[config.mk]
export PLATFORM = sky130hd
export DESIGN_NAME = raster_timing_gen
export DESIGN_NICKNAME = d
export VERILOG_FILES = /design/src/rtl/rtg_pkg.sv /design/src/rtl/line_divider.sv /design/src/rtl/frame_sequencer.sv /design/src/rtl/sync_clear_decode.sv /design/src/rtl/raster_timing_gen.sv
export SDC_FILE = /design/constraint.sdc
export NUM_CORES = 1
export LEC_CHECK = 0
export ABC_AREA = 1
export BUFFER_PORTS_ARGS = -buffer_cell sky130_fd_sc_hd__buf_2
export CAP_MARGIN = 0
export CORE_AREA = 2 2 79 81
export DETAILED_ROUTE_END_ITERATION = 8
export DIE_AREA = 0 0 81 83
export HOLD_SLACK_MARGIN = 0.15
export MAX_ROUTING_LAYER = met4
export PLACE_DENSITY = 0.83
export SLEW_MARGIN = 25
export SYNTH_ARGS = -nofsm -noshare
export SYNTH_HDL_FRONTEND = slang
export SYNTH_SLANG_ARGS = --single-unit
[constraint.sdc]
create_clock -name clk_i -period 5.1 [get_ports clk_i]
set_input_delay 0.51 -clock clk_i [delete_from_list [all_inputs] [get_ports clk_i]]
set_output_delay 0.51 -clock clk_i [all_outputs]
set_load 0.1 [all_outputs]
[src/rtl/rtg_pkg.sv]
`timescale 1ns/1ps
package rtg_pkg;
  typedef enum logic {REGION_60HZ = 1'b0, REGION_50HZ = 1'b1} region_e;
  typedef logic [2:0] sync_cfg_t;

  // bit0 = sync enable, bits 2:1 = mode; modes 1 and 2 reset at frame start
  function automatic logic sync_clears(sync_cfg_t c);
    return c[0] && ((c[2:1] == 2'd1) || (c[2:1] == 2'd2));
  endfunction
endpackage

[src/rtl/line_divider.sv]
`timescale 1ns/1ps
module line_divider #(
  parameter int LINE_W = 16
) (
  input  logic              clk_i,
  input  logic              rst_ni,
  input  logic [LINE_W-1:0] line_cycles_i,
  output logic              line_stb_o
);
  localparam logic [LINE_W-1:0] MIN_LEN = LINE_W'(2);

  logic [LINE_W-1:0] cyc_q;
  logic [LINE_W-1:0] eff_len;

  assign eff_len    = (line_cycles_i < MIN_LEN) ? MIN_LEN : line_cycles_i;
  // >= so a shortened length mid-line ends the line at once
  assign line_stb_o = (cyc_q >= eff_len - 1'b1);

  always_ff @(posedge clk_i or negedge rst_ni) begin
    if (!rst_ni)         cyc_q <= '0;
    else if (line_stb_o) cyc_q <= '0;
    else                 cyc_q <= cyc_q + 1'b1;
  end
endmodule

[src/rtl/frame_sequencer.sv]
`timescale 1ns/1ps
module frame_sequencer
  import rtg_pkg::*;
#(
  parameter int LINES_60 = 263,
  parameter int LINES_50 = 314,
  parameter int VBL_LINE = 240,
  parameter int CNT_W    = 9,
  parameter int FRAME_W  = 16
) (
  input  logic               clk_i,
  input  logic               rst_ni,
  input  logic               line_stb_i,
  input  logic               region_i,
  output logic [CNT_W-1:0]   line_cnt_o,
  output logic               vblank_o,
  output logic               vblank_irq_o,
  output logic               frame_start_o,
  output logic [FRAME_W-1:0] frame_cnt_o
);
  localparam logic [CNT_W-1:0] LAST_60 = CNT_W'(LINES_60 - 1);
  localparam logic [CNT_W-1:0] LAST_50 = CNT_W'(LINES_50 - 1);
  localparam logic [CNT_W-1:0] PRE_VBL = CNT_W'(VBL_LINE - 1);

  logic [CNT_W-1:0]   line_q;
  logic [FRAME_W-1:0] frame_q;
  logic               vbl_q, irq_q, fs_q, started_q;
  region_e            region_q;
  logic [CNT_W-1:0]   last_line;

  assign last_line = (region_q == REGION_50HZ) ? LAST_50 : LAST_60;

  always_ff @(posedge clk_i or negedge rst_ni) begin
    if (!rst_ni) begin
      line_q    <= '0;
      frame_q   <= '0;
      vbl_q     <= 1'b0;
      irq_q     <= 1'b0;
      fs_q      <= 1'b0;
      started_q <= 1'b0;
      region_q  <= REGION_60HZ;
    end else begin
      irq_q     <= 1'b0;
      fs_q      <= 1'b0;
      started_q <= 1'b1;
      if (!started_q) region_q <= region_e'(region_i);
      if (line_stb_i) begin
        if (line_q == last_line) begin
          line_q   <= '0;
          frame_q  <= frame_q + 1'b1;
          vbl_q    <= 1'b0;
          fs_q     <= 1'b1;
          region_q <= region_e'(region_i);
        end else begin
          line_q <= line_q + 1'b1;
          if (line_q == PRE_VBL) begin
            vbl_q <= 1'b1;
            irq_q <= 1'b1;
          end
        end
      end
    end
  end

  assign line_cnt_o    = line_q;
  assign frame_cnt_o   = frame_q;
  assign vblank_o      = vbl_q;
  assign vblank_irq_o  = irq_q;
  assign frame_start_o = fs_q;
endmodule

[src/rtl/sync_clear_decode.sv]
`timescale 1ns/1ps
module sync_clear_decode
  import rtg_pkg::*;
#(
  parameter int NUM_TMR = 2
) (
  input  logic                    frame_start_i,
  input  logic [NUM_TMR-1:0][2:0] cfg_i,
  output logic [NUM_TMR-1:0]      clr_o
);
  for (genvar g = 0; g < NUM_TMR; g++) begin : g_tmr
    assign clr_o[g] = frame_start_i & sync_clears(cfg_i[g]);
  end
endmodule

[src/rtl/raster_timing_gen.sv]
`timescale 1ns/1ps
module raster_timing_gen #(
  parameter int LINE_W   = 16,
  parameter int LINES_60 = 263,
  parameter int LINES_50 = 314,
  parameter int VBL_LINE = 240,
  parameter int FRAME_W  = 16,
  parameter int NUM_TMR  = 2,
  parameter int CNT_W    = $clog2(((LINES_50 > LINES_60) ? LINES_50 : LINES_60) + 1)
) (
  input  logic                    clk_i,
  input  logic                    rst_ni,
  input  logic                    region_i,
  input  logic [LINE_W-1:0]       line_cycles_i,
  input  logic [1:0]              interlace_i,
  input  logic                    stat13_i,
  input  logic [NUM_TMR-1:0][2:0] tmr_sync_cfg_i,
  output logic                    line_stb_o,
  output logic [CNT_W-1:0]        line_cnt_o,
  output logic                    vblank_o,
  output logic                    vblank_irq_o,
  output logic                    frame_start_o,
  output logic [FRAME_W-1:0]      frame_cnt_o,
  output logic                    field_o,
  output logic                    stat13_o,
  output logic [NUM_TMR-1:0]      tmr_clr_o
);
  logic stb;
  logic fs;

  line_divider #(.LINE_W(LINE_W)) u_div (
    .clk_i        (clk_i),
    .rst_ni       (rst_ni),
    .line_cycles_i(line_cycles_i),
    .line_stb_o   (stb)
  );

  frame_sequencer #(
    .LINES_60(LINES_60), .LINES_50(LINES_50), .VBL_LINE(VBL_LINE),
    .CNT_W(CNT_W), .FRAME_W(FRAME_W)
  ) u_seq (
    .clk_i        (clk_i),
    .rst_ni       (rst_ni),
    .line_stb_i   (stb),
    .region_i     (region_i),
    .line_cnt_o   (line_cnt_o),
    .vblank_o     (vblank_o),
    .vblank_irq_o (vblank_irq_o),
    .frame_start_o(fs),
    .frame_cnt_o  (frame_cnt_o)
  );

  sync_clear_decode #(.NUM_TMR(NUM_TMR)) u_clr (
    .frame_start_i(fs),
    .cfg_i        (tmr_sync_cfg_i),
    .clr_o        (tmr_clr_o)
  );

  assign line_stb_o    = stb;
  assign frame_start_o = fs;
  assign field_o       = (interlace_i == 2'b11) & frame_cnt_o[0];
  assign stat13_o      = stat13_i ^ field_o;
endmodule

# == Word-level counts from Yosys, hierarchy flattened ==
# Index checks and enable logic that the tools add are counted.
# word_totals
regBits,46
inputBits,28
output_inout_bits,33
word_cells,46
# classes
n_addsub,4
n_lt_le_gt_ge,2
eq_ne,7
n_mux,14
bitwise,4
reduce_logical,7
# ops
operator,n
$add A16 B1 Y16 const B,2
$mux W16,2
$ge A16 B16 Y1,1
$lt A16 B2 Y1 const B,1
$sub A16 B1 Y16 const B,1
$mux W1,10
$add A9 B1 Y9 const B,1
$eq A9 B8 Y1 const B,1
$eq A9 B9 Y1,1
$mux W9,1
$eq A2 B2 Y1 const B,3
$mux W6,1
$eq A2 B1 Y1 const B,2
$reduce_and A2 Y1,2
$and A1 B1 Y1,3
$logic_and A1 B1 Y1,2
$logic_or A1 B1 Y1,2
$reduce_bool A2 Y1,1
$xor A1 B1 Y1,1

# == Depth between registers and ports, before layout ==
# Gate-level depths: netlist of the first run.
# logic_depth
word_depth,5
mapped_depth,23

# == Hierarchy ==
# From an unflattened synthesis of the first run, not the netlist that was laid out.
# unflattened
hier_cells,455
hier_area_um2,3394.5
# by_module_without_submodules
mod,instances,cells_per_inst,area_per_inst_um2,seq_area_each_um2
frame_sequencer,1,210,1679.1,750.7
line_divider,1,225,1631.6,400.4
sync_clear_decode,1,14,57.6,0.0
raster_timing_gen,1,6,26.3,0.0

# == Worst setup path before layout of the first run ==
# Ideal clock, no wire load.
# synth_timing
path_kind,in2out
start,in line_cycles_i[4]
end,out line_stb_o
arrival_time_ns,3.180
setup_slack_ns,1.410
cell_stages,15
path_buffers,1
path_cell_list,nor2_1 > nand3_1 > nand3b_1 > nand2_1 > ha_1 > nand2_1 > nor3b_1 > nand3_1 > xor2_1 > ha_1 > nand4_1 > a21oi_1 > nor2_1 > nand2_2 > buf_2
# synth_between
elab_chain_len,4
# synth_rtl
element,line_no,source
from (decl),raster_timing_gen.sv:14,"input logic [LINE_W-1:0] line_cycles_i,"
$lt A16 B2 Y1,line_divider.sv:15,assign eff_len = (line_cycles_i < MIN_LEN) ? MIN_LEN : line_cycles_i;
$mux W16 *,line_divider.sv:15,
$sub A16 B1 Y16 *,line_divider.sv:17,assign line_stb_o = (cyc_q >= eff_len - 1'b1);
$ge A16 B16 Y1 *,line_divider.sv:17,
to (decl),raster_timing_gen.sv:18,"output logic line_stb_o,"
# Mark *: on every way between the ends. The rest lies on a longest branch, timed or not.

# == Worst setup path in the final report of the first run ==
# Same ends and word-level chain as after synthesis.

==> impl_metrics.prom, run 1 <==
# TYPE chip_impl_metric gauge
chip_impl_metric{name="power.switching_fraction",unit="%"} 49.1
chip_impl_metric{name="worst_clock_skew",unit="ns"} 0.0111
chip_impl_metric{name="pwr-share-seq",unit="%"} 36.5
chip_impl_metric{name="grt_start_max_net_pins",unit=""} 47
chip_impl_metric{name="initial_antenna_violation_count",unit=""} 0
chip_impl_metric{name="p_switching",unit="uW"} 727
chip_impl_metric{name="ys_seq_area_share",unit="%"} 33.8
chip_impl_metric{name="drv_cap",unit=""} 0
chip_impl_metric{name="floorplan.die.width",unit="um"} 81
chip_impl_info{name="synth_top_family_by_area",value="simple AND/OR/NAND/NOR gates"} 1
chip_impl_metric{name="post-route-drc-count",unit=""} 0
chip_impl_metric{name="combPwrFrac",unit="%"} 45.3
chip_impl_metric{name="slew_headroom",unit="%"} 61.8
chip_impl_metric{name="max-vdd-ir-drop",unit="V"} 0.000380
chip_impl_metric{name="routedWlPerCell",unit="um"} 11.9
chip_impl_metric{name="first_global_vias",unit=""} 2930
chip_impl_metric{name="fmaxAchievable",unit="GHz"} 0.249
chip_impl_metric{name="yosys.area_share.xor_xnor",unit="%"} 9.76
chip_impl_metric{name="fp.dieH",unit="um"} 83
chip_impl_metric{name="grt_first_pass_wirelength",unit="mm"} 12.7
chip_impl_metric{name="detailed_place_hpwl",unit="mm"} 5.55
chip_impl_metric{name="drt-vias-per-instance",unit=""} 5.21
chip_impl_info{name="rsz0062_at_grt",value="no"} 1
chip_impl_metric{name="total_routed_length",unit="mm"} 7.41
chip_impl_metric{name="synth-async-reset-ratio",unit="%"} 100
chip_impl_metric{name="power_leakage",unit="nW"} 2.10
chip_impl_metric{name="worst-slew-pin-transition",unit="ns"} 0.573
chip_impl_metric{name="totalNegativeSetupSlack",unit="ns"} 0
chip_impl_metric{name="library_cells_used_by_synthesis",unit=""} 29
chip_impl_metric{name="globalplace.congestion",unit=""} 0.910
chip_impl_metric{name="synth.yosys.warnings",unit=""} 0
chip_impl_metric{name="crit_required",unit="ns"} 4.59
chip_impl_metric{name="grt_overflow_total",unit=""} 0
chip_impl_metric{name="syn-cell-area",unit="mm^2"} 0.00341
chip_impl_info{name="timing.hold.worst.class",value="input port to asynchronous set/reset pin"} 1
chip_impl_metric{name="ios",unit=""} 61
chip_impl_info{name="tritoncts_clock_tree",value="done"} 1
chip_impl_metric{name="synth_nets",unit=""} 534
chip_impl_metric{name="post_synth.cell_area_avg",unit="um^2"} 7.02
chip_impl_metric{name="via_count",unit=""} 3231
chip_impl_metric{name="io_buffers",unit=""} 60
chip_impl_metric{name="muxShareOfSynthArea",unit="%"} 0.330
chip_impl_metric{name="path_clk_slew",unit="ns"} 0.09
chip_impl_metric{name="firstDrtPassIters",unit=""} 4
chip_impl_metric{name="antenna_cells",unit=""} 0
chip_impl_metric{name="gr-usage-all-layers",unit="%"} 24.1
chip_impl_metric{name="area_delta_synth_final",unit="%"} 13.1
chip_impl_metric{name="rows",unit=""} 28
chip_impl_metric{name="clock_tree.htree_level_count",unit=""} 2
chip_impl_metric{name="hold_worst_slack",unit="ns"} 0.196
chip_impl_metric{name="synth-adder-area-share",unit="%"} 7.34
chip_impl_metric{name="finalHoldViolations",unit=""} 0
chip_impl_metric{name="clk_latency",unit="ns"} 0.30
chip_impl_metric{name="timing.final.setup_violations",unit=""} 0
chip_impl_info{name="mostFrequentLayoutCells",value="126 x sky130_fd_sc_hd__nand2_1, 64 x sky130_fd_sc_hd__inv_1, 62 x sky130_fd_sc_hd__nor2_1, 59 x sky130_fd_sc_hd__buf_2, 46 x sky130_fd_sc_hd__dfrtp_1"} 1
chip_impl_metric{name="synth-seq-cells",unit=""} 46
chip_impl_metric{name="finish.net_count",unit=""} 592
chip_impl_metric{name="synthCells",unit=""} 486
chip_impl_metric{name="clock_network_fraction_of_total_power",unit="%"} 18.2
chip_impl_info{name="startpoint_types",value="input port"} 1
chip_impl_info{name="mostFrequentLayoutCell",value="sky130_fd_sc_hd__nand2_1"} 1
chip_impl_info{name="setup.worst_path.class",value="input port to output pin"} 1
chip_impl_metric{name="synth-compound-area-share",unit="%"} 3.23
chip_impl_metric{name="hold_buffers",unit=""} 0
chip_impl_info{name="sort_of_element_at_the_end_of_the_critical_path",value="output pin"} 1
chip_impl_info{name="yosys_most_used_dff",value="sky130_fd_sc_hd__dfrtp_1"} 1
chip_impl_metric{name="critPathArrivalTime",unit="ns"} 3.51
chip_impl_metric{name="cts_inserted_buffers",unit=""} 5
chip_impl_metric{name="finalWorstPathRequiredPeriod",unit="ns"} 4.02
chip_impl_metric{name="clock_sinks",unit=""} 46
chip_impl_metric{name="finalCritPeriodShare",unit="%"} 78.9
chip_impl_metric{name="ant_nets",unit=""} 0
chip_impl_metric{name="floorplan.core_area",unit="mm^2"} 0.00582
chip_impl_metric{name="slew_violations",unit=""} 0
chip_impl_metric{name="post_cts.resized_instances",unit=""} 0
chip_impl_info{name="run_status",value="finished clean"} 1
chip_impl_info{name="clock-root-buffer",value="sky130_fd_sc_hd__clkbuf_8"} 1
chip_impl_metric{name="die_area",unit="mm^2"} 0.00672
chip_impl_metric{name="post-cts-setup-buffer-count",unit=""} 0
chip_impl_metric{name="power_report.internal_total",unit="uW"} 754
chip_impl_metric{name="synth_edf_count",unit=""} 0
chip_impl_metric{name="crit_path_max_fanout",unit=""} 5
chip_impl_metric{name="cell_area_power_density",unit="mW/mm^2"} 384
chip_impl_metric{name="drt_first_iter_violations",unit=""} 116
chip_impl_metric{name="start_util",unit="%"} 58.6
chip_impl_metric{name="ratio_of_cells_with_drive_above_1_in_the_final_layout",unit="%"} 15.2
chip_impl_metric{name="post_synth_and_or_nand_nor_area_fraction",unit="%"} 35.9
chip_impl_metric{name="clock_path_buffers",unit=""} 2
-- metal layers --
layer / GRT usage (%) / up-vias / wire, um / part of all wire (%)
met4: 6.32 / 0 / 82 / 1.1
li1: - / 1659 / - / -
met3: 3.91 / 10 / 387 / 5.2
met1: 31.3 / 1465 / 3260 / 44
met2: 38.9 / 97 / 3670 / 50
met5: - / - / 0 / 0
-- critical path, cell delays in order --
cell                       delay (ns)
sky130_fd_sc_hd__buf_2           0.12
sky130_fd_sc_hd__nor2_1          0.15
sky130_fd_sc_hd__nand3_1         0.14
sky130_fd_sc_hd__nand3b_1        0.27
sky130_fd_sc_hd__nand2_1         0.15
sky130_fd_sc_hd__ha_1            0.22
sky130_fd_sc_hd__nand2_1         0.14
sky130_fd_sc_hd__nor3b_1         0.35
sky130_fd_sc_hd__nand3_1         0.13
sky130_fd_sc_hd__xor2_1          0.17
sky130_fd_sc_hd__ha_1            0.30
sky130_fd_sc_hd__nand4_1         0.11
sky130_fd_sc_hd__a21oi_1         0.16
sky130_fd_sc_hd__nor2_1          0.08
sky130_fd_sc_hd__nand2_2         0.09
sky130_fd_sc_hd__buf_2           0.42
-- cells in the mapped netlist, types with 2 or more instances --
library cell,count,area (um^2)
sky130_fd_sc_hd__nor3b_1,2,15.0
sky130_fd_sc_hd__buf_6,2,22.5
sky130_fd_sc_hd__nand2_1,126,473
sky130_fd_sc_hd__nand3_1,44,220
sky130_fd_sc_hd__buf_2,5,25.0
sky130_fd_sc_hd__nand4_1,14,87.6
sky130_fd_sc_hd__xor2_1,20,175
sky130_fd_sc_hd__nor3_1,20,100
sky130_fd_sc_hd__inv_1,64,240
sky130_fd_sc_hd__nand2_2,2,12.5
sky130_fd_sc_hd__a21oi_1,10,50.1
sky130_fd_sc_hd__inv_2,3,11.3
sky130_fd_sc_hd__dfrtp_1,46,1150
sky130_fd_sc_hd__o21ai_0,12,60.1
sky130_fd_sc_hd__buf_4,2,15.0
sky130_fd_sc_hd__nand2_4,2,22.5
sky130_fd_sc_hd__or2_2,2,12.5
sky130_fd_sc_hd__ha_1,20,250
sky130_fd_sc_hd__nand3b_1,2,15.0
sky130_fd_sc_hd__xnor2_1,18,158
sky130_fd_sc_hd__nor2_1,62,233
-- flip-flops by register name, indices dropped and copies added (netlist names) --
name,flops
u_seq.region_q,1
u_seq.line_cnt_o,9
u_div.cyc_q,16
u_seq.frame_start_o,1
u_seq.vblank_irq_o,1
u_seq.started_q,1
u_seq.frame_cnt_o,16
u_seq.vblank_o,1
-- power by group through the flow --
stage               logic [mW]  clock network (mW)  registers [mW]
floorplan                0.356                   0           0.739
global placement         0.654                   0           0.544
detailed placement       0.671                   0           0.547
CTS                      0.673               0.274           0.541
global route             0.735               0.290           0.557
finish                   0.670               0.269           0.541
-- area by class of cell --
type	count	area, um^2
Fill cell	521	1960
Timing Repair Buffer	61	310
Clock buffer	5	68.8
Sequential cell	46	1150
Tap cell	75	93.8
Multi-Input combinational cell	362	1930
Inverter	68	258
Clock inverter	3	40.0
-- final timing paths --
| path | start | to | slack [ns] | cells after the start |
|---|---|---|---|---|
| worst max-delay path | line_cycles_i[4] | line_stb_o | 1.08 | 16 |
| worst min register to register | u_div.cyc_q[0] | u_div.cyc_q[0] | 0.50 | 1 |
| min in group clk_i | u_div.cyc_q[0] | u_div.cyc_q[0] | 0.50 | 1 |
| max in group asynchronous | rst_ni | u_seq.frame_cnt_o[6] | 4.51 | 1 |
| worst max register to register | u_div.cyc_q[7] | u_seq.frame_cnt_o[13] | 2.89 | 13 |
| worst min-delay path | rst_ni | u_seq.started_q | 0.20 | 1 |
-- through the flow --
stage | total power, mW | std cells | util, % | instance area, um^2 | setup slack, ns
floorplan | 1.09 | 486 | - | 3410 | 1.41
global placement | 1.20 | 612 | 64.4 | 3740 | 1.26
detailed placement | 1.22 | 612 | 64.4 | 3740 | 1.11
CTS | 1.49 | 620 | 66.2 | 3850 | 1.10
global route | 1.58 | 620 | 66.3 | 3850 | 0.732
finish | 1.48 | 620 | 66.3 | 3850 | 1.08
-- logic make-up after synthesis --
family / Yosys count
and+or+nand+nor: 280
adders and majority gates: 20
other: 1
AOI/OAI and AO/OA: 22
muxes: 1
DFF: 46
xor gates and xnor gates: 38
buffers and inverters: 78
Note: power is estimated with default switching activity, not from simulation.
==> run 2: changes to the inputs <==
Settings changed: CORE_AREA 2 2 79 81 to 2 2 85 87, DIE_AREA 0 0 81 83 to 0 0 87 89, PLACE_DENSITY 0.83 to 0.76.
Clock period 5.1 ns to 3.46 ns, I/O delays scaled along.
==> run 2 against run 1 <==
Compared with the run above:
- worst setup slack got worse by 0.89 ns
- sequential share of layout area fell by 0.79 points
- sequential cell count did not move
- register-to-register slack got worse by 1.4 ns
- final cell count rose by 2.1%
==> impl_metrics.prom, run 2 (synthesis gave the netlist of run 1 again) <==
# TYPE chip_impl_metric gauge
chip_impl_metric{name="slew_violations",unit=""} 0
chip_impl_metric{name="worst_clock_skew",unit="ns"} 0.00384
chip_impl_metric{name="cell_area_power_density",unit="mW/mm^2"} 537
chip_impl_info{name="startpoint_types",value="input port"} 1
chip_impl_metric{name="antenna_cells",unit=""} 0
chip_impl_info{name="clock-root-buffer",value="sky130_fd_sc_hd__clkbuf_8"} 1
chip_impl_info{name="run_status",value="finished clean"} 1
chip_impl_metric{name="path_clk_slew",unit="ns"} 0.08
chip_impl_metric{name="firstDrtPassIters",unit=""} 4
chip_impl_metric{name="gr-usage-all-layers",unit="%"} 21.5
chip_impl_info{name="mostFrequentLayoutCell",value="sky130_fd_sc_hd__nand2_1"} 1
chip_impl_metric{name="clock_network_fraction_of_total_power",unit="%"} 14.6
chip_impl_metric{name="setup_slack_after_layout",unit="ns"} 0.188
chip_impl_metric{name="critPathArrivalTime",unit="ns"} 2.93
chip_impl_metric{name="detailed_place_hpwl",unit="mm"} 5.85
chip_impl_metric{name="crit_required",unit="ns"} 3.11
chip_impl_metric{name="combPwrFrac",unit="%"} 47.7
chip_impl_info{name="timing.hold.worst.class",value="input port to register"} 1
chip_impl_metric{name="design_power_total",unit="mW"} 2.12
chip_impl_metric{name="post-route-drc-count",unit=""} 0
chip_impl_metric{name="die_area",unit="mm^2"} 0.00774
chip_impl_metric{name="drt_first_iter_violations",unit=""} 117
chip_impl_info{name="setup.worst_path.class",value="input port to output pin"} 1
chip_impl_metric{name="timing.final.setup_violations",unit=""} 0
chip_impl_metric{name="grt_overflow_total",unit=""} 0
chip_impl_metric{name="floorplan.core_area",unit="mm^2"} 0.00672
chip_impl_metric{name="finalCritPeriodShare",unit="%"} 94.6
chip_impl_metric{name="totalNegativeSetupSlack",unit="ns"} 0
chip_impl_info{name="mostFrequentLayoutCells",value="125 x sky130_fd_sc_hd__nand2_1, 64 x sky130_fd_sc_hd__inv_1, 59 x sky130_fd_sc_hd__nor2_1, 58 x sky130_fd_sc_hd__buf_2, 46 x sky130_fd_sc_hd__dfrtp_1"} 1
chip_impl_metric{name="place_worst_setup_slack",unit="ns"} 0.0197
chip_impl_metric{name="total_routed_length",unit="mm"} 7.67
chip_impl_metric{name="routedWlPerCell",unit="um"} 12.1
chip_impl_metric{name="ant_nets",unit=""} 0
chip_impl_metric{name="finalHoldViolations",unit=""} 0
chip_impl_metric{name="clock_sinks",unit=""} 46
chip_impl_metric{name="area_delta_synth_final",unit="%"} 16.1
chip_impl_info{name="tritoncts_clock_tree",value="done"} 1
chip_impl_metric{name="grt_start_max_net_pins",unit=""} 47
chip_impl_metric{name="clock_tree.htree_level_count",unit=""} 2
chip_impl_metric{name="ratio_of_cells_with_drive_above_1_in_the_final_layout",unit="%"} 17.7
chip_impl_metric{name="via_count",unit=""} 3233
chip_impl_metric{name="initial_antenna_violation_count",unit=""} 0
chip_impl_metric{name="worst-slew-pin-transition",unit="ns"} 0.582
chip_impl_metric{name="pwr-share-seq",unit="%"} 37.7
chip_impl_metric{name="final.fill_count",unit=""} 633
chip_impl_metric{name="power_report.internal_total",unit="mW"} 1.06
chip_impl_metric{name="max-vdd-ir-drop",unit="V"} 0.000555
chip_impl_metric{name="first_global_vias",unit=""} 3049
chip_impl_metric{name="postLayoutCoreUtil",unit="%"} 58.9
chip_impl_metric{name="power_leakage",unit="nW"} 2.14
chip_impl_metric{name="crit_path_max_fanout",unit=""} 4
chip_impl_metric{name="slew_headroom",unit="%"} 61.2
chip_impl_metric{name="ios",unit=""} 61
chip_impl_metric{name="finalWorstPathRequiredPeriod",unit="ns"} 3.27
chip_impl_metric{name="drt-vias-per-instance",unit=""} 5.11
chip_impl_info{name="sort_of_element_at_the_end_of_the_critical_path",value="output pin"} 1
chip_impl_metric{name="start_util",unit="%"} 50.7
chip_impl_metric{name="fp.dieH",unit="um"} 89
chip_impl_metric{name="io_buffers",unit=""} 60
chip_impl_metric{name="clk_latency",unit="ns"} 0.29
chip_impl_metric{name="p_switching",unit="mW"} 1.07
chip_impl_metric{name="power.switching_fraction",unit="%"} 50.3
chip_impl_metric{name="fmaxAchievable",unit="GHz"} 0.306
chip_impl_metric{name="globalplace.congestion",unit=""} 0.936
chip_impl_metric{name="floorplan.die.width",unit="um"} 87
chip_impl_metric{name="cts_inserted_buffers",unit=""} 5
chip_impl_metric{name="finish.net_count",unit=""} 601
chip_impl_metric{name="drv_cap",unit=""} 0
chip_impl_metric{name="clock_path_buffers",unit=""} 2
chip_impl_metric{name="grt_first_pass_wirelength",unit="mm"} 13.2
chip_impl_metric{name="rows",unit=""} 30
==> run 2: path summary, 6_finish.rpt <==
kind | from | endpoint | slack (ns) | depth (start not counted)
min in group asynchronous | rst_ni | u_seq.frame_cnt_o[14] | 0.60 | 2
hold / removal | region_i | u_seq.region_q | 0.42 | 5
max in group asynchronous | rst_ni | u_div.cyc_q[9] | 2.48 | 2
hold reg to reg | u_div.cyc_q[0] | u_div.cyc_q[0] | 0.49 | 1
setup reg to reg | u_div.cyc_q[7] | u_seq.frame_cnt_o[5] | 1.50 | 13
setup / recovery | line_cycles_i[9] | line_stb_o | 0.19 | 18
==> run 2: through the flow <==
| stage | hold WS (ns) | area [um^2] | cells |
|---|---|---|---|
| 2_1_floorplan | 0.0504 | 3410 | 486 |
| 3_3_place_gp | 0.483 | 3810 | 622 |
| 3_5_place_dp | 0.487 | 3810 | 622 |
| 4_1_cts | 0.260 | 3890 | 629 |
| 5_1_grt | 0.431 | 3960 | 633 |
| 6_report | 0.421 | 3960 | 633 |
==> run 2: repair_timing <==
| item | in CTS | in global routing |
|---|---|---|
| setup buffers | 0 | 3 |
| resized for setup | 0 | 9 |
| hold buffers | 0 | 1 |
| setup endpoints to repair | 0 | 25 |
| endpoints found under the hold margin | 0 | 46 |
==> run 2: area by class of cell <==
cell class              instances  area [um^2]  area share (%)
multi-input cells             362         1960            49.6
clock inverters                 2         10.0           0.253
repair buffers                 70          408            10.3
flip-flops and latches         46         1150            29.1
clock buffers                   5         68.8            1.74
well taps                      80          100            2.53
inverters                      68          258            6.51
==> run 2: power by group through the flow <==
stage	sequential [mW]	clock, mW	combinational (mW)
4_1_cts	0.802	0.318	1.02
2_1_floorplan	1.09	0	0.524
6_report	0.800	0.310	1.01
5_1_grt	0.829	0.345	1.12
3_5_place_dp	0.810	0	1.01
3_3_place_gp	0.807	0	0.987
==> run 2: critical path, stage by stage <==
cell                       delay (ns)
sky130_fd_sc_hd__buf_2           0.13
sky130_fd_sc_hd__nor2_2          0.12
sky130_fd_sc_hd__nand2_1         0.10
sky130_fd_sc_hd__nor2_1          0.11
sky130_fd_sc_hd__nand3b_1        0.17
sky130_fd_sc_hd__nand2_2         0.12
sky130_fd_sc_hd__ha_2            0.20
sky130_fd_sc_hd__nand2_1         0.10
sky130_fd_sc_hd__buf_4           0.16
sky130_fd_sc_hd__nor3_2          0.19
sky130_fd_sc_hd__xor2_1          0.17
sky130_fd_sc_hd__inv_1           0.06
sky130_fd_sc_hd__ha_1            0.26
sky130_fd_sc_hd__nand4_1         0.12
sky130_fd_sc_hd__nor2_1          0.13
sky130_fd_sc_hd__nand2_1         0.12
sky130_fd_sc_hd__nand2_4         0.12
sky130_fd_sc_hd__buf_12          0.18
==> run 2: routing by layer <==
metal  global-route usage, %  part of all wire (%)  vias to the layer above
li1                        -                     -                     1664
met5                       -                     0                        -
met2                    37.1                    50                       62
met1                    27.2                    45                     1503
met3                    2.68                   3.4                        4
met4                    4.97                  0.63                        0
